===== src/rtl/blkxlat_pkg.sv =====
package blkxlat_pkg;

  localparam int WORD_W = 32;
  localparam int PAGE_BITS = 12;

  // standard layout
  localparam int IDX_FIELD_LSB = 17;
  localparam int STD_LEN_HI = 12;
  localparam int STD_LEN_LO = 2;
  localparam int STD_LEN_SHIFT = 15;
  localparam int SUP_VALID_BIT = 1;
  localparam int USR_VALID_BIT = 0;

  // alternate layout
  localparam int ALT_VALID_BIT = 6;
  localparam int ALT_LEN_HI = 5;
  localparam int ALT_LEN_LO = 0;
  localparam int ALT_LEN_SHIFT = 17;
  localparam int KEY_SUP_BIT = 3;
  localparam int KEY_USR_BIT = 2;

  localparam logic [WORD_W-1:0] IDX_FIELD = {{(WORD_W-IDX_FIELD_LSB){1'b1}}, {IDX_FIELD_LSB{1'b0}}};
  localparam logic [WORD_W-1:0] PAGE_MASK = {{(WORD_W-PAGE_BITS){1'b1}}, {PAGE_BITS{1'b0}}};

  localparam logic [WORD_W-1:0] CODE_DENY_WR = 32'h0A00_0000;
  localparam logic [WORD_W-1:0] CODE_DENY_RD = 32'h0800_0000;

  // rights vector bit positions
  localparam int RT_RD = 0;
  localparam int RT_WR = 1;
  localparam int RT_EX = 2;

  typedef enum logic [1:0] {
    KIND_LOAD  = 2'd0,
    KIND_STORE = 2'd1,
    KIND_FETCH = 2'd2,
    KIND_SPARE = 2'd3
  } accKind_e;

  typedef struct packed {
    logic wrUpper;
    logic wrLower;
    logic wrInstr;
    logic capture;
    logic useInstr;
    logic needRd;
    logic needWr;
    logic needEx;
    logic isStore;
  } ctlStrobe_t;

  function automatic logic [2:0] stdRights(input logic [1:0] code);
    case (code)
      2'd0:    stdRights = 3'b000;
      2'd2:    stdRights = 3'b111;
      default: stdRights = 3'b101;
    endcase
  endfunction

  function automatic logic [2:0] keyRights(input logic key, input logic [1:0] code);
    logic [1:0] rw;
    if (!key) rw = (code == 2'd3) ? 2'b01 : 2'b11;
    else begin
      case (code)
        2'd0:    rw = 2'b00;
        2'd2:    rw = 2'b11;
        default: rw = 2'b01;
      endcase
    end
    keyRights = {1'b1, rw};
  endfunction

endpackage


===== src/rtl/blkxlat_ctl.sv =====
module blkxlat_ctl
  import blkxlat_pkg::*;
(
  input  logic       wrEn,
  input  logic       wrInstr,
  input  logic       wrUpper,
  input  logic       reqValid,
  input  logic [1:0] reqKind,
  output ctlStrobe_t strobe
);

  accKind_e kind;

  always_comb begin
    kind = accKind_e'(reqKind);
    strobe = '0;
    strobe.wrUpper  = wrEn & wrUpper;
    strobe.wrLower  = wrEn & ~wrUpper;
    strobe.wrInstr  = wrInstr;
    strobe.capture  = reqValid;
    strobe.useInstr = (kind == KIND_FETCH);
    strobe.needRd   = (kind == KIND_LOAD) || (kind == KIND_SPARE);
    strobe.needWr   = (kind == KIND_STORE);
    strobe.needEx   = (kind == KIND_FETCH);
    strobe.isStore  = (kind == KIND_STORE);
  end

endmodule


===== src/rtl/blkxlat_entry.sv =====
module blkxlat_entry
  import blkxlat_pkg::*;
(
  input  logic [WORD_W-1:0] upWord,
  input  logic [WORD_W-1:0] loWord,
  input  logic [WORD_W-1:0] ea,
  input  logic              user,
  input  logic              alt,
  output logic              hit,
  output logic [2:0]        rights,
  output logic [WORD_W-1:0] realPage
);

  logic [WORD_W-1:0] stdLen, altLen, stdMask, altMask, mask;
  logic valid, key;

  always_comb begin
    stdLen = '0;
    stdLen[STD_LEN_HI:STD_LEN_LO] = upWord[STD_LEN_HI:STD_LEN_LO];
    altLen = '0;
    altLen[ALT_LEN_HI:ALT_LEN_LO] = loWord[ALT_LEN_HI:ALT_LEN_LO];
    stdMask = IDX_FIELD & ~(stdLen << STD_LEN_SHIFT);
    altMask = IDX_FIELD & ~(altLen << ALT_LEN_SHIFT);

    if (alt) valid = loWord[ALT_VALID_BIT];
    else     valid = user ? upWord[USR_VALID_BIT] : upWord[SUP_VALID_BIT];

    mask = valid ? (alt ? altMask : stdMask) : '0;
    hit  = (mask != '0) && ((ea & mask) == (upWord & mask));
    realPage = ((loWord & mask) | (ea & ~mask)) & PAGE_MASK;

    key = user ? upWord[KEY_USR_BIT] : upWord[KEY_SUP_BIT];
    rights = alt ? keyRights(key, upWord[1:0]) : stdRights(loWord[1:0]);
  end

endmodule


===== src/rtl/blkxlat_dp.sv =====
module blkxlat_dp
  import blkxlat_pkg::*;
#(
  parameter int NUM_ENTRIES = 4,
  localparam int IDX_W = (NUM_ENTRIES > 1) ? $clog2(NUM_ENTRIES) : 1
) (
  input  logic              clk,
  input  logic              rstN,
  input  ctlStrobe_t        strobe,
  input  logic [IDX_W-1:0]  wrIdx,
  input  logic [WORD_W-1:0] wrData,
  input  logic [WORD_W-1:0] reqEa,
  input  logic              reqUser,
  input  logic              altFormat,
  output logic              rspValid,
  output logic              rspHit,
  output logic [WORD_W-1:0] rspAddr,
  output logic [2:0]        rspProt,
  output logic              rspFault,
  output logic [WORD_W-1:0] rspCode
);

  localparam int SIDES = 2;

  logic [WORD_W-1:0] upArr [SIDES][NUM_ENTRIES];
  logic [WORD_W-1:0] loArr [SIDES][NUM_ENTRIES];

  logic [NUM_ENTRIES-1:0] entHit;
  logic [2:0]             entRights [NUM_ENTRIES];
  logic [WORD_W-1:0]      entPage   [NUM_ENTRIES];

  logic              selHit, selFault;
  logic [2:0]        selRights;
  logic [WORD_W-1:0] selPage;
  logic [2:0]        needMask;

  // entry storage
  always_ff @(posedge clk) begin
    if (!rstN) begin
      for (int s = 0; s < SIDES; s++) begin
        for (int e = 0; e < NUM_ENTRIES; e++) begin
          upArr[s][e] <= '0;
          loArr[s][e] <= '0;
        end
      end
    end else if (int'(wrIdx) < NUM_ENTRIES) begin
      if (strobe.wrUpper) upArr[strobe.wrInstr][wrIdx] <= wrData;
      if (strobe.wrLower) loArr[strobe.wrInstr][wrIdx] <= wrData;
    end
  end

  // per-entry match logic on the selected bank
  for (genvar g = 0; g < NUM_ENTRIES; g++) begin : gEnt
    blkxlat_entry uEnt (
      .upWord  (upArr[strobe.useInstr][g]),
      .loWord  (loArr[strobe.useInstr][g]),
      .ea      (reqEa),
      .user    (reqUser),
      .alt     (altFormat),
      .hit     (entHit[g]),
      .rights  (entRights[g]),
      .realPage(entPage[g])
    );
  end

  // lowest index wins
  always_comb begin
    selHit = 1'b0;
    selRights = '0;
    selPage = '0;
    for (int i = 0; i < NUM_ENTRIES; i++) begin
      if (entHit[i] && !selHit) begin
        selHit = 1'b1;
        selRights = entRights[i];
        selPage = entPage[i];
      end
    end
    needMask = '0;
    needMask[RT_RD] = strobe.needRd;
    needMask[RT_WR] = strobe.needWr;
    needMask[RT_EX] = strobe.needEx;
    selFault = selHit && ((needMask & ~selRights) != '0);
  end

  always_ff @(posedge clk) begin
    if (!rstN) begin
      rspValid <= 1'b0;
      rspHit   <= 1'b0;
      rspAddr  <= '0;
      rspProt  <= '0;
      rspFault <= 1'b0;
      rspCode  <= '0;
    end else begin
      rspValid <= strobe.capture;
      if (strobe.capture) begin
        rspHit   <= selHit;
        rspAddr  <= selHit ? selPage : '0;
        rspProt  <= selHit ? selRights : '0;
        rspFault <= selFault;
        rspCode  <= selFault ? (strobe.isStore ? CODE_DENY_WR : CODE_DENY_RD) : '0;
      end
    end
  end

endmodule


===== src/rtl/blkxlat_match.sv =====
module blkxlat_match
  import blkxlat_pkg::*;
#(
  parameter int NUM_ENTRIES = 4,
  localparam int IDX_W = (NUM_ENTRIES > 1) ? $clog2(NUM_ENTRIES) : 1
) (
  input  logic              clk,
  input  logic              rstN,
  input  logic              wrEn,
  input  logic              wrInstr,
  input  logic              wrUpper,
  input  logic [IDX_W-1:0]  wrIdx,
  input  logic [31:0]       wrData,
  input  logic              reqValid,
  input  logic [31:0]       reqEa,
  input  logic [1:0]        reqKind,
  input  logic              reqUser,
  input  logic              altFormat,
  output logic              rspValid,
  output logic              rspHit,
  output logic [31:0]       rspAddr,
  output logic [2:0]        rspProt,
  output logic              rspFault,
  output logic [31:0]       rspCode
);

  ctlStrobe_t strobe;

  blkxlat_ctl uCtl (
    .wrEn    (wrEn),
    .wrInstr (wrInstr),
    .wrUpper (wrUpper),
    .reqValid(reqValid),
    .reqKind (reqKind),
    .strobe  (strobe)
  );

  blkxlat_dp #(.NUM_ENTRIES(NUM_ENTRIES)) uDp (
    .clk      (clk),
    .rstN     (rstN),
    .strobe   (strobe),
    .wrIdx    (wrIdx),
    .wrData   (wrData),
    .reqEa    (reqEa),
    .reqUser  (reqUser),
    .altFormat(altFormat),
    .rspValid (rspValid),
    .rspHit   (rspHit),
    .rspAddr  (rspAddr),
    .rspProt  (rspProt),
    .rspFault (rspFault),
    .rspCode  (rspCode)
  );

endmodule


===== config.mk =====
export PLATFORM = sky130hd
export DESIGN_NAME = blkxlat_match
export DESIGN_NICKNAME = d
export VERILOG_FILES = /design/src/rtl/blkxlat_pkg.sv /design/src/rtl/blkxlat_ctl.sv /design/src/rtl/blkxlat_entry.sv /design/src/rtl/blkxlat_dp.sv /design/src/rtl/blkxlat_match.sv
export SDC_FILE = /design/constraint.sdc
export NUM_CORES = 1
export LEC_CHECK = 0
export BUFFER_PORTS_ARGS = -buffer_cell sky130_fd_sc_hd__buf_2
export CAP_MARGIN = 20
export CORE_ASPECT_RATIO = 2
export CORE_MARGIN = 5
export CORE_UTILIZATION = 35
export CTS_CLUSTER_DIAMETER = 30
export DETAILED_ROUTE_END_ITERATION = 10
export GPL_TIMING_DRIVEN = 0
export PLACE_DENSITY = 0.64
export SLEW_MARGIN = 20
export SYNTH_ARGS = -nofsm -noshare
export SYNTH_HDL_FRONTEND = slang
export SYNTH_SLANG_ARGS = --single-unit

===== constraint.sdc =====
create_clock -name clk -period 3 [get_ports clk]
set_input_delay 0.3 -clock clk [delete_from_list [all_inputs] [get_ports clk]]
set_output_delay 0.3 -clock clk [all_outputs]
set_load 0.01 [all_outputs]

==> impl.org, run 1 <==
** Timing
- Minimum hold slack :: 0.0293 ns
- Setup repair after global routing missed its margin :: yes
- After layout, the worst setup slack is -0.254 ns.
- Worst rel slew slack :: 0.194
- Count of final hold-check violations :: 0
- The routed design could run at a clock period as short as 3.25 ns.
- Total of endpoints with negative setup slack in the final report :: 22
- Final worst-path cycle share :: 1.08
- Worst Tran Pin Value :: 1.20 ns
- Fmax achieved :: 307 MHz
- Across the routed clock network, the largest skew measured is 0.0267 ns.
- Count of pins over their slew limit :: 0
- Total negative slack for setup checks :: -2.97 ns

** Finish
- Commonest non-fill, non-tap cells in the layout :: sky130_fd_sc_hd__edfxtp_1, sky130_fd_sc_hd__and2_1, sky130_fd_sc_hd__mux2i_1, sky130_fd_sc_hd__buf_4, sky130_fd_sc_hd__nor2_1
- Share of layout cells above drive strength 1 :: 0.242
- The final layout contains 1897 nets.
- Once layout is complete, the utilization of the core stands at 0.440.
- The finished cells cover 25600 um2.
- Most common library cell in the layout ignoring fill and taps :: sky130_fd_sc_hd__edfxtp_1
- Count of placed standard cells in the final layout, fillers left out :: 2621
- Synthesis-to-finish area growth :: 24.2%

** Clocking
- For the worst-skew pair, the clock arrives at the later sink with an insertion delay of 0.59 ns.
- In this run the number of H-tree levels came out at 2.
- After clock tree synthesis, the clock-pin slew on the worst setup and hold paths is 0.06 ns.
- The root buffer cell chosen for the clock tree is sky130_fd_sc_hd__clkbuf_16.
- TritonCTS built the clock tree.
- Cts bufs inserted :: 46
- Counting along the longest clock path gives a buffer depth of 3.
- Number of clock sinks seen by CTS :: 427

** Worst setup path
- Critical path endpoint category :: flop
- Arrival time reported for the critical path endpoint :: 3.72 ns
- Cell count of the worst reg-to-reg path :: 11
- At the worst endpoint, the required time is 3.47 ns.
- Critical Path Start Type :: primary input
- The setup path with the least slack is of type in2reg.
- Of all nets on the critical path, the largest fanout is 7.

** Yosys
- Cell variety after synth :: 63
- Mapped Cells :: 1587
- Mean post-synth cell area :: 13.0 um2
- Complex-gate fraction of the synthesized area :: 0.0611
- For this run, asynchronously set or reset flops after synthesis account for 0.
- Portion of netlist area occupied by mux cells :: 0.104
- Seq/Total Area, Yosys :: 0.610
- After synthesis, the largest family of logic cells by area is simple AND/OR/NAND/NOR gates.
- Of the total synthesized cell area, the portion taken by AND, OR, NAND and NOR gates is 0.151.
- Ys flop type :: sky130_fd_sc_hd__edfxtp_1
- Count of flip-flops with a built-in enable after synthesis :: 400
- XOR/XNOR share of the synthesized area :: 0.0255
- Of the total synthesized cell area, the portion taken by full adders, half adders and majority gates is 0.00122.
- In this run, synthesis produced a sequential element count of 427.
- Synth Warn # :: 0
- Summing every instance area after synthesis gives 20600 um2.

** Die
- For this configuration, the core starts out at a cell density of 0.354.
- The floorplan step defined a die boundary enclosing 64100 um2.
- In this run the standard cell core region covers 58200 um2.
- The die is 182 um wide.
- Floorplan row count :: 125
- Die Y-Extent :: 353 um
- Num ports :: 146

** Detailed routing
- The pre-antenna-repair detailed-routing pass consisted of 8 iterations.
- The highest metal layer carrying signal wires in the routed design is met5.
- Met1 Wirelength :: 23.4 mm
- The routed design uses 39.4 mm of met2 wire.
- After detailed routing, the total wire length is 74.1 mm.
- In the detailed route, the total length drawn on met3 is 4.71 mm.
- Remaining routing DRC violations :: 0
- Initial DRC count :: 1112
- WL/cell :: 28.3 um
- In the routed layout, each cell is associated on average with a via count of 5.38.
- Antenna-violating nets left :: 0
- For this block, the via count after detailed routing is 14100.

** GRT
- Total grt overflow :: 0
- Initial antenna violation count :: 8
- Via count of the first global-routing pass :: 14300
- For this run, the total global-route usage over all layers was measured as 0.224.
- Entering global routing, the biggest net connects 29 pins.
- Global-route wire length before repair :: 103 mm

** Outcome
- The flow ran to the end, but the final reports show violations.
- The checks that failed: setup timing.

** Power
- In this run the power density over the cells is 569 nW/um2.
- Highest ir drop seen on vdd :: 0.423 mV
- Summed over all cells, the static leakage comes to 9.25 nW.
- Power comes to 14.5 mW.

** Place
- Post-Place Worst Slack :: -1.93 ns
- Placed cell count :: 2475
- The placed instances occupy a cell area of 22600 um2.
- Number of I/O port buffers :: 69
- HPWL after detailed placement :: 55.9 mm
- Routability-driven placement finished with a final weighted congestion of 0.978.

** Run
- The tool flagged a number of max-cap violations equal to 0.

** Worst hold path
- Type of the most critical hold path :: in2reg
- Along the worst hold path, the cell count comes to 2.
## registers in the layout, indices dropped and copies added, names as in the netlist
signal        flops
uDp.rspValid      1
uDp.rspAddr      20
uDp.rspProt       3
uDp.rspCode       2
uDp.rspHit        1
uDp.loArr       176
uDp.upArr       224
## final timing paths
check	slack [ns]	endpoint	from
worst max register to register	-0.01	uDp.rspCode[27]$_SDFFE_PN0P_	uDp.upArr[1][61]$_DFFE_PP_
worst min-delay path	0.03	uDp.loArr[1][118]$_SDFFCE_PN0P_	wrData[22]
worst min register to register	0.46	uDp.rspCode[25]$_SDFFE_PN0P_	uDp.rspCode[25]$_SDFFE_PN0P_
worst max-delay path	-0.25	uDp.rspCode[27]$_SDFFE_PN0P_	reqKind[0]
## cell families after synthesis
kind of cell | after synthesis
other | 1
AND/OR/NAND/NOR | 558
buffers and inverters | 175
flip-flops | 427
adder cells (fa/ha/maj) | 2
multiplexers | 180
AO/OA/AOI/OAI | 184
XOR/XNOR | 60
## synthesized netlist by cell type (6+ instances only)
cell type / number / share of area
sky130_fd_sc_hd__nand2b_1: 17 / 0.0052
sky130_fd_sc_hd__o22ai_1: 30 / 0.0091
sky130_fd_sc_hd__a211oi_1: 7 / 0.0026
sky130_fd_sc_hd__clkbuf_1: 79 / 0.014
sky130_fd_sc_hd__xor2_1: 58 / 0.025
sky130_fd_sc_hd__buf_1: 7 / 0.0013
sky130_fd_sc_hd__a22o_1: 11 / 0.0047
sky130_fd_sc_hd__o311a_1: 11 / 0.0053
sky130_fd_sc_hd__nand4_1: 6 / 0.0018
sky130_fd_sc_hd__nor2_1: 91 / 0.017
sky130_fd_sc_hd__o21a_1: 12 / 0.0044
sky130_fd_sc_hd__and2_1: 305 / 0.093
sky130_fd_sc_hd__inv_1: 7 / 0.0013
sky130_fd_sc_hd__a31oi_1: 6 / 0.0018
sky130_fd_sc_hd__buf_4: 49 / 0.018
sky130_fd_sc_hd__edfxtp_1: 400 / 0.58
sky130_fd_sc_hd__buf_2: 21 / 0.0051
sky130_fd_sc_hd__mux2_2: 7 / 0.0038
sky130_fd_sc_hd__o21ai_0: 39 / 0.0095
sky130_fd_sc_hd__dfxtp_1: 27 / 0.026
sky130_fd_sc_hd__nand2_1: 60 / 0.011
sky130_fd_sc_hd__nor2b_1: 21 / 0.0064
sky130_fd_sc_hd__nor3_1: 30 / 0.0073
sky130_fd_sc_hd__a21oi_1: 24 / 0.0058
sky130_fd_sc_hd__mux4_2: 26 / 0.028
sky130_fd_sc_hd__buf_6: 6 / 0.0033
sky130_fd_sc_hd__mux2i_1: 147 / 0.071
sky130_fd_sc_hd__o211ai_1: 13 / 0.0047
## per-layer routing
metal	global-route usage	vias to the layer above
met4	0.164	4
met5	0	-
met1	0.224	6992
met2	0.414	740
li1	-	6140
met3	0.0357	234
## what timing repair did
action | CTS | global route
pin swaps | 43 | 48
gates resized for setup | 146 | 52
hold buffers | 5 | 0
cloned | 3 | 2
setup endpoints to repair | 26 | 26
hold endpoints to repair | 5 | 0
buffers inserted | 38 | 14
## where the power goes
group          internal [mW]  leakage (nW)  switching, mW  total [mW]
registers               6.86          4.04          0.134        6.99
logic                  0.639          4.46           1.15        1.78
clock network           3.19         0.752           2.58        5.77
## critical path, stage by stage
cell and delay (ns):
sky130_fd_sc_hd__buf_8 0.10, sky130_fd_sc_hd__inv_4 0.04, sky130_fd_sc_hd__ha_4 0.19, sky130_fd_sc_hd__buf_12 0.13, sky130_fd_sc_hd__buf_12 0.10, sky130_fd_sc_hd__buf_16 0.13, sky130_fd_sc_hd__buf_16 0.15, sky130_fd_sc_hd__mux2i_1 0.25
sky130_fd_sc_hd__xor2_1 0.17, sky130_fd_sc_hd__nand4_1 0.49, sky130_fd_sc_hd__nor4_4 0.43, sky130_fd_sc_hd__nand2_2 0.19, sky130_fd_sc_hd__buf_8 0.20, sky130_fd_sc_hd__o311ai_4 0.25, sky130_fd_sc_hd__a222oi_1 0.13, sky130_fd_sc_hd__buf_4 0.17
sky130_fd_sc_hd__a22oi_1 0.17, sky130_fd_sc_hd__o21ai_1 0.09
## final cells by class
class / instances / area [um2]
sequential: 427 / 12600
clock inverter: 30 / 294
inverter: 7 / 28.8
timing repair buffer: 145 / 1340
buffer: 165 / 1190
multi-input combinational: 1027 / 7950
clock buffer: 54 / 1250
fill: 5232 / 32600
tap: 762 / 953
antenna: 4 / 10.0
(Power assumes the default switching activity.)
==> inputs of run 2 (changes only) <==
--- a/config.mk
+++ b/config.mk
@@ -13,6 +13,7 @@
 export CTS_CLUSTER_DIAMETER = 30
 export DETAILED_ROUTE_END_ITERATION = 10
 export GPL_TIMING_DRIVEN = 0
+export HOLD_SLACK_MARGIN = 0.15
 export PLACE_DENSITY = 0.64
 export SLEW_MARGIN = 20
 export SYNTH_ARGS = -nofsm -noshare
==> run 2 against run 1 <==
Effect of this change:
- the flow still finishes with violations (setup timing)
- hold slack better by 0.16 ns
- clock power barely moved
- power is 0.30% higher
- wire length rose by 0.38%
- global-route usage rose by 0.074 points
- first-iteration DRC count is 7.8% higher
- die area stayed put
- final cell count rose by 1.1%
- maximum frequency rose by 1.0%
- register-to-register slack improved by 0.02 ns
- non-clock buffer count increased by 31
==> impl.org, run 2 (synthesis gave the netlist of run 1 again) <==
** Detailed routing
- For this block, the initial DRC count from the detailed router was 1199.
- Antenna-violating nets left :: 0
- Final routed wirelength across all metal layers :: 74.4 mm
- 1st-pass router iterations :: 5
- Via Count :: 14200
- For this run, design rule violations remaining after detail routing come to 0.
- Mean number of vias per cell :: 5.37
- After detailed routing, the average wire length per cell comes to 28.1 um.

** Worst setup path
- Critical path endpoint category :: flop
- The worst setup path is launched from a primary input.
- Req. time, crit path :: 3.48 ns
- Critical Path Max Stage Delay :: 0.48 ns
- Critical-path maximum fanout :: 7
- The signal on the critical path passes through buf_8 -> inv_4 -> ha_4 -> buf_12 -> buf_12 -> buf_16 -> buf_16 -> mux2i_1 -> xor2_1 -> nand4_1 -> nor4_4 -> nand2_2 -> buf_8 -> o311ai_4 -> a222oi_1 -> buf_4 -> a22oi_1 -> o21ai_1.
- The largest individual stage delay along the critical path comes from the cell sky130_fd_sc_hd__nand4_1.
- WS Path Type :: in2reg
- Slack of the worst reg-to-reg path :: 0.01 ns
- Arrival time reported for the critical path endpoint :: 3.70 ns
- Cell count of the worst reg-to-reg path :: 11
- The startpoint identified for the worst register-to-register timing path is uDp.upArr[1][61]$_DFFE_PP_.
- In this run the critical register-to-register path is captured at uDp.rspCode[27]$_SDFFE_PN0P_.

** Finish
- The top cell types in the final layout, fill and taps aside, are sky130_fd_sc_hd__edfxtp_1, sky130_fd_sc_hd__and2_1, sky130_fd_sc_hd__mux2i_1, sky130_fd_sc_hd__buf_4, sky130_fd_sc_hd__nor2_1.
- Final net count :: 1928
- Largest register by flop count :: uDp.upArr
- The register with the most flip-flops in the layout has 224 of them.
- Leaving out fill and tap cells, the most frequent cell in the layout is sky130_fd_sc_hd__edfxtp_1.
- Of the cells placed in the final design, the portion with a size suffix greater than 1 is 0.236.
- For this run, the share of the core covered by cells in the final layout is 0.444.
- Count of placed standard cells in the final layout, fillers left out :: 2651
- Relative to the synthesized area, the layout overhead comes to 25.6%.
- Largest registers ranked by flip-flop count :: uDp.upArr: 224 flops, uDp.loArr: 176 flops, uDp.rspAddr: 20 flops

** Outcome
- Result of the run :: finished with violations
- Failing checks :: setup timing

** Die
- The die covers 64100 um2.
- Measured along the x axis, the die boundary spans 182 um.
- The region available for standard cell placement spans 58200 um2.
- Effective utilization at floorplan :: 0.354
- The die is 353 um tall.
- During I/O placement, the number of pins put on the boundary was 146.
- In this run the core area contains 125 standard-cell rows.

** Clocking
- CTS clock-pin slew for the worst setup and hold paths :: 0.06 ns
- Counting every sink on the clock net gives 427.
- Clock latency of the later-clocked register in the worst-skew pair :: 0.59 ns
- TritonCTS built the clock tree.
- Level count of the clock H-tree :: 2
- CTS placed an instance of sky130_fd_sc_hd__clkbuf_16 at the clock tree root.
- Clock Path Buffers :: 3
- Cts bufs inserted :: 46

** Timing
- Setup violations remaining at the end of the flow were counted as 20.
- Final worst-path cycle share :: 1.07
- Count of final hold-check violations :: 0
- For the pin with the worst max-slew slack, the measured transition is 1.21 ns.
- Setup repair after global routing missed its margin :: yes
- Total negative slack for setup checks :: -2.45 ns
- Minimum clock period :: 3.22 ns
- Timing would allow up to 310 MHz.
- Across all setup checks in the final design, the least slack found is -0.222 ns.
- Hold is met by 0.185 ns.
- Worst Skew :: 0.0301 ns
- The worst pin sits at a relative slew slack of 0.188.
- Count of pins over their slew limit :: 0

** Worst hold path
- Along the worst hold path, the cell count comes to 5.
- Worst hold endpoint :: uDp.rspCode[25]$_SDFFE_PN0P_
- The tightest min-delay check is of the in2reg type.
- The worst hold path begins at reqKind[1].

** Place
- Placed cell count :: 2475
- Once detailed placement completed, the half-perimeter wirelength came to 55.9 mm.
- Number of I/O port buffers :: 69
- At the end of routability-driven placement, the weighted congestion stood at 0.978.

** Power
- Highest ir drop seen on vdd :: 0.425 mV
- Cell leakage power :: 9.38 nW
- Pwr/cell area :: 564 nW/um2

** GRT
- Initial antenna violation count :: 5
- All-Layer GR Usage :: 0.225
- The first global-routing pass estimated 104 mm of wire.
- Total grt overflow :: 0
- Via count of the first global-routing pass :: 14500
- Entering global routing, the biggest net connects 29 pins.

** Run
- Max Cap Viol :: 0
-- run 2: layout make-up --
| class | instances | area (um2) |
|---|---|---|
| antenna | 3 | 7.51 |
| inverter | 7 | 28.8 |
| clock inverter | 30 | 294 |
| multi-input combinational | 1027 | 7930 |
| timing repair buffer | 176 | 1650 |
| sequential | 427 | 12600 |
| buffer | 165 | 1180 |
| tap | 762 | 953 |
| clock buffer | 54 | 1250 |
| fill | 5220 | 32300 |
-- run 2: repair_timing --
item                                    CTS  global route
resized for setup                       146            45
buffers inserted                         38            12
hold buffers                             38             0
hold endpoints to repair                 95             0
cloned                                    3             2
endpoints found under the setup margin   26            26
pin swaps                                43            46
-- run 2: how the worst max path moves through the flow --
| stage | from | end | slack [ns] | cells past startpoint |
|---|---|---|---|---|
| floorplan | wrIdx[0] | uDp.upArr[0][0]$_SDFFCE_PN0P_ | -0.21 | 3 |
| global placement | rstN | uDp.upArr[1][35]$_DFFE_PP_ | -2.59 | 3 |
| detailed placement | reqKind[0] | uDp.rspCode[27]$_SDFFE_PN0P_ | -1.93 | 17 |
| CTS | reqKind[0] | uDp.rspCode[27]$_SDFFE_PN0P_ | -0.13 | 19 |
| global route | reqKind[0] | uDp.rspCode[27]$_SDFFE_PN0P_ | -0.29 | 18 |
| finish | reqKind[0] | uDp.rspCode[27]$_SDFFE_PN0P_ | -0.22 | 18 |
-- run 2: stage by stage --
| stage | cell area (um2) | setup slack, ns | total power [mW] |
|---|---|---|---|
| finish | 25900 | -0.222 | 14.6 |
| floorplan | 20800 | -0.213 | 7.95 |
| detailed placement | 22600 | -1.93 | 8.67 |
| CTS | 25500 | -0.130 | 14.6 |
| global route | 25800 | -0.286 | 14.9 |
| global placement | 22100 | -2.59 | 8.58 |
-- run 2: metal layers --
layer  part of all wire  GRT usage
met3              0.060     0.0335
met1               0.32      0.225
met2               0.53      0.416
met5            0.00017          0
met4              0.091      0.166
-- run 2: worst max-delay path: cells and delay by family --
kind / cells / cell delay, ns
muxes: 1 / 0.25
AOI/OAI and AO/OA: 4 / 0.64
xor gates and xnor gates: 1 / 0.18
buffers and inverters: 8 / 1.02
adders and majority gates: 1 / 0.18
and+or+nand+nor: 3 / 1.09
-- run 2: report_power, final --
part | internal, mW | total, mW | switching (mW)
Combinational | 0.664 | 1.82 | 1.16
Clock | 3.19 | 5.78 | 2.59
Sequential | 6.86 | 6.99 | 0.134
==> inputs of run 3 (changes only) <==
--- a/config.mk
+++ b/config.mk
@@ -14,7 +14,7 @@
 export DETAILED_ROUTE_END_ITERATION = 10
 export GPL_TIMING_DRIVEN = 0
 export HOLD_SLACK_MARGIN = 0.15
-export PLACE_DENSITY = 0.64
+export PLACE_DENSITY = 0.62
 export SLEW_MARGIN = 20
 export SYNTH_ARGS = -nofsm -noshare
 export SYNTH_HDL_FRONTEND = slang
==> constraint.sdc (replaced) <==
create_clock -name clk -period 3.2 [get_ports clk]
set_input_delay 0.32 -clock clk [delete_from_list [all_inputs] [get_ports clk]]
set_output_delay 0.32 -clock clk [all_outputs]
set_load 0.01 [all_outputs]
==> run 3 against run 2 <==
Effect of this change:
- the run still ends with setup timing left
- critical path depth grew 2
- wire length grew 0.95%
- first-iteration DRC count shrank 1.6%
- clock power grew 12%
- combinational power shrank 7%
- final cell count is essentially flat
==> impl.org, run 3 (synthesis gave the netlist of run 1 again) <==
** Finish
- Multi-input logic area :: 7820 um2
- The layout has 5257 filler cells.
- For this run, the number of standard cells in the final layout without fillers is 2653.
- In the final layout, flip-flops and latches occupy 12600 um2.
- Synthesis-to-finish area growth :: 25.9%
- Final net count :: 1923
- Most common library cell in the layout ignoring fill and taps :: sky130_fd_sc_hd__edfxtp_1
- Commonest non-fill, non-tap cells in the layout :: sky130_fd_sc_hd__edfxtp_1, sky130_fd_sc_hd__and2_1, sky130_fd_sc_hd__mux2i_1, sky130_fd_sc_hd__buf_4, sky130_fd_sc_hd__nor2_1
- The register with the most flip-flops in the layout has 224 of them.
- Share of layout cells above drive strength 1 :: 0.236
- The largest registers in the layout are uDp.upArr: 224 flops, uDp.loArr: 176 flops, uDp.rspAddr: 20 flops.
- uDp.upArr holds more flip-flops than any other register.

** Timing
- Worst Skew :: 0.0220 ns
- Minimum clock period :: 3.25 ns
- Worst Tran Pin Value :: 1.16 ns
- Total of endpoints with negative setup slack in the final report :: 2
- Count of final hold-check violations :: 0
- The number of pins exceeding their max-slew limit in the final report is 0.
- After layout, the worst setup slack is -0.0479 ns.
- Setup repair after global routing could not meet its margin everywhere.
- Final worst-path cycle share :: 1.01
- Measured against its own limit, the worst slew margin works out to 0.218.
- Fmax achieved :: 308 MHz

** Die
- Pin placement for this block handled 146 I/O pins.
- Area enclosed by the die boundary :: 64100 um2
- Total core area :: 58200 um2
- In this run the vertical extent of the chip is 353 um.
- In this run the core area contains 125 standard-cell rows.
- For this configuration, the core starts out at a cell density of 0.354.
- The die is 182 um wide.

** Power
- Pwr/cell area :: 567 nW/um2
- Across the VDD grid, the largest voltage drop is 0.395 mV.
- The analysis attributes to cell leakage a power of 9.44 nW.
- Summing internal, switching and leakage power gives 14.7 mW.

** Clocking
- Clock Path Buffers :: 3
- Clock latency of the later-clocked register in the worst-skew pair :: 0.60 ns
- Cts bufs inserted :: 52
- Root Buffer :: sky130_fd_sc_hd__clkbuf_16
- Level count of the clock H-tree :: 2
- Number of clock sinks seen by CTS :: 427
- Clock-pin slew was measured on the worst setup and hold paths at 0.05 ns.
- Clock tree from TritonCTS :: done

** Worst setup path
- Worst-path cell with the longest stage delay :: sky130_fd_sc_hd__xor2_1
- The worst register-to-register path ends at uDp.rspProt[1]$_SDFFE_PN0P_.
- The worst register-to-register path begins at uDp.loArr[1][64]$_DFFE_PP_.
- Along the worst path, the maximum fanout reaches 10.
- Arrival time reported for the critical path endpoint :: 3.76 ns
- The critical path in this run is classified as in2reg.
- Critical path endpoint category :: flop
- CP dominant cell by count :: sky130_fd_sc_hd__buf_12
- Startpoint of the worst setup timing path :: reqKind[0]
- Worst path cell trace :: buf_8 -> inv_4 -> ha_4 -> buf_8 -> buf_12 -> buf_12 -> buf_12 -> buf_12 -> mux2i_2 -> xor2_1 -> o22ai_4 -> nor4_4 -> buf_4 -> nand2_2 -> buf_8 -> and3_1 -> a222oi_1 -> buf_4 -> a22oi_2 -> o21ai_1
- The worst register-to-register path has a depth of 11.
- Data on the critical path is required at its endpoint by 3.71 ns.
- Slack of the worst reg-to-reg path :: 0.19 ns
- Logic depth of the worst setup path including buffers :: 20
- Together, buffers and inverters on the worst path number 10.
- Critical path's top delay family :: buffers and inverters
- Critical Path Max Stage Delay :: 0.39 ns
- Destination of the critical timing path :: uDp.rspCode[27]$_SDFFE_PN0P_
- Critical Path Start Type :: primary input

** Detailed routing
- WL/cell :: 28.3 um
- Via Count :: 14000
- After detailed routing, the number of remaining DRC violations is 0.
- Antenna-violating nets left :: 0
- The detailed router finished its first iteration with 1180 violations.
- Mean number of vias per cell :: 5.27
- The first TritonRoute pass finished after 5 iterations.
- Summed over all layers, the routed wires come to 75.1 mm.

** GRT
- The first global-routing pass estimated 103 mm of wire.
- Initial antenna violation count :: 2
- Pin count of the biggest net entering global routing :: 23
- Total grt overflow :: 0
- For this run, the total global-route usage over all layers was measured as 0.225.
- The number of global-route vias before repair is 14200.

** Outcome
- Failing checks :: setup timing
- Result of the run :: finished with violations

** Place
- Once placement completed, the tool counted placed cells totaling 2477.
- At the end of routability-driven placement, the weighted congestion stood at 0.963.
- Post-Place Worst Slack :: -1.84 ns
- The HPWL after detailed placement is 56.6 mm.
- During placement, the flow inserted port buffers numbering 69.

** Worst hold path
- The path class of the tightest hold or removal check is in2reg.

** Run
- Max Cap Viol :: 0
-- run 3: what timing repair did --
action	4_1_cts	5_1_grt
endpoints found under the hold margin	82	0
setup buffers	18	17
gates resized for setup	91	73
setup endpoints to repair	26	63
cloned	0	4
hold buffers	37	0
pin swaps	13	34
-- run 3: per-stage QoR --
step | hold slack [ns] | area, um2 | TNS [ns] | util
floorplan | 0.467 | 20700 | -2.75 | -
global placement | 0.439 | 22000 | -558.51 | 0.379
detailed placement | 0.435 | 22600 | -41.29 | 0.388
CTS | 0.164 | 25400 | 0 | 0.436
global route | 0.225 | 25900 | -0.338 | 0.446
finish | 0.184 | 25900 | -0.0530 | 0.446
-- run 3: how the worst min path moves through the flow --
stage | from | end | cells after the start
floorplan | uDp.rspCode[25]$_SDFFE_PN0P_ | uDp.rspCode[25]$_SDFFE_PN0P_ | 2
global placement | uDp.rspCode[25]$_SDFFE_PN0P_ | uDp.rspCode[25]$_SDFFE_PN0P_ | 2
detailed placement | uDp.rspCode[25]$_SDFFE_PN0P_ | uDp.rspCode[25]$_SDFFE_PN0P_ | 2
CTS | reqKind[1] | uDp.rspCode[27]$_SDFFE_PN0P_ | 4
global route | reqKind[1] | uDp.rspCode[27]$_SDFFE_PN0P_ | 4
finish | reqKind[1] | uDp.rspCode[27]$_SDFFE_PN0P_ | 4
-- run 3: metal layers --
layer / share of wire / global-route usage / vias up / wire, um
li1: - / - / 6193 / -
met1: 0.33 / 0.230 / 6845 / 24400
met2: 0.53 / 0.415 / 732 / 39700
met3: 0.062 / 0.0327 / 220 / 4640
met4: 0.084 / 0.155 / 0 / 6310
met5: 0 / 0 / - / 0
-- run 3: area by class of cell --
class,count,area share
Timing Repair Buffer,163,0.0583
Buffer,168,0.0443
Multi-Input combinational cell,1026,0.302
Inverter,7,0.00111
Clock buffer,58,0.0530
Clock inverter,38,0.0205
Tap cell,762,0.0368
Sequential cell,427,0.484
Antenna cell,4,0.000386
-- run 3: power by group --
group / total, mW / internal, mW / switching [mW]
Sequential: 6.55 / 6.43 / 0.118
Clock: 6.48 / 3.90 / 2.57
Combinational: 1.69 / 0.600 / 1.09
Total: 14.7 / 10.9 / 3.78
-- run 3: worst reg2reg max path, delay by kind of cell (launching register included) --
family / cells / cell delay (ns)
multiplexers: 2 / 0.81
AO/OA/AOI/OAI: 3 / 0.85
flip-flops: 1 / 0.42
buffers and inverters: 3 / 0.52
AND/OR/NAND/NOR: 3 / 0.28
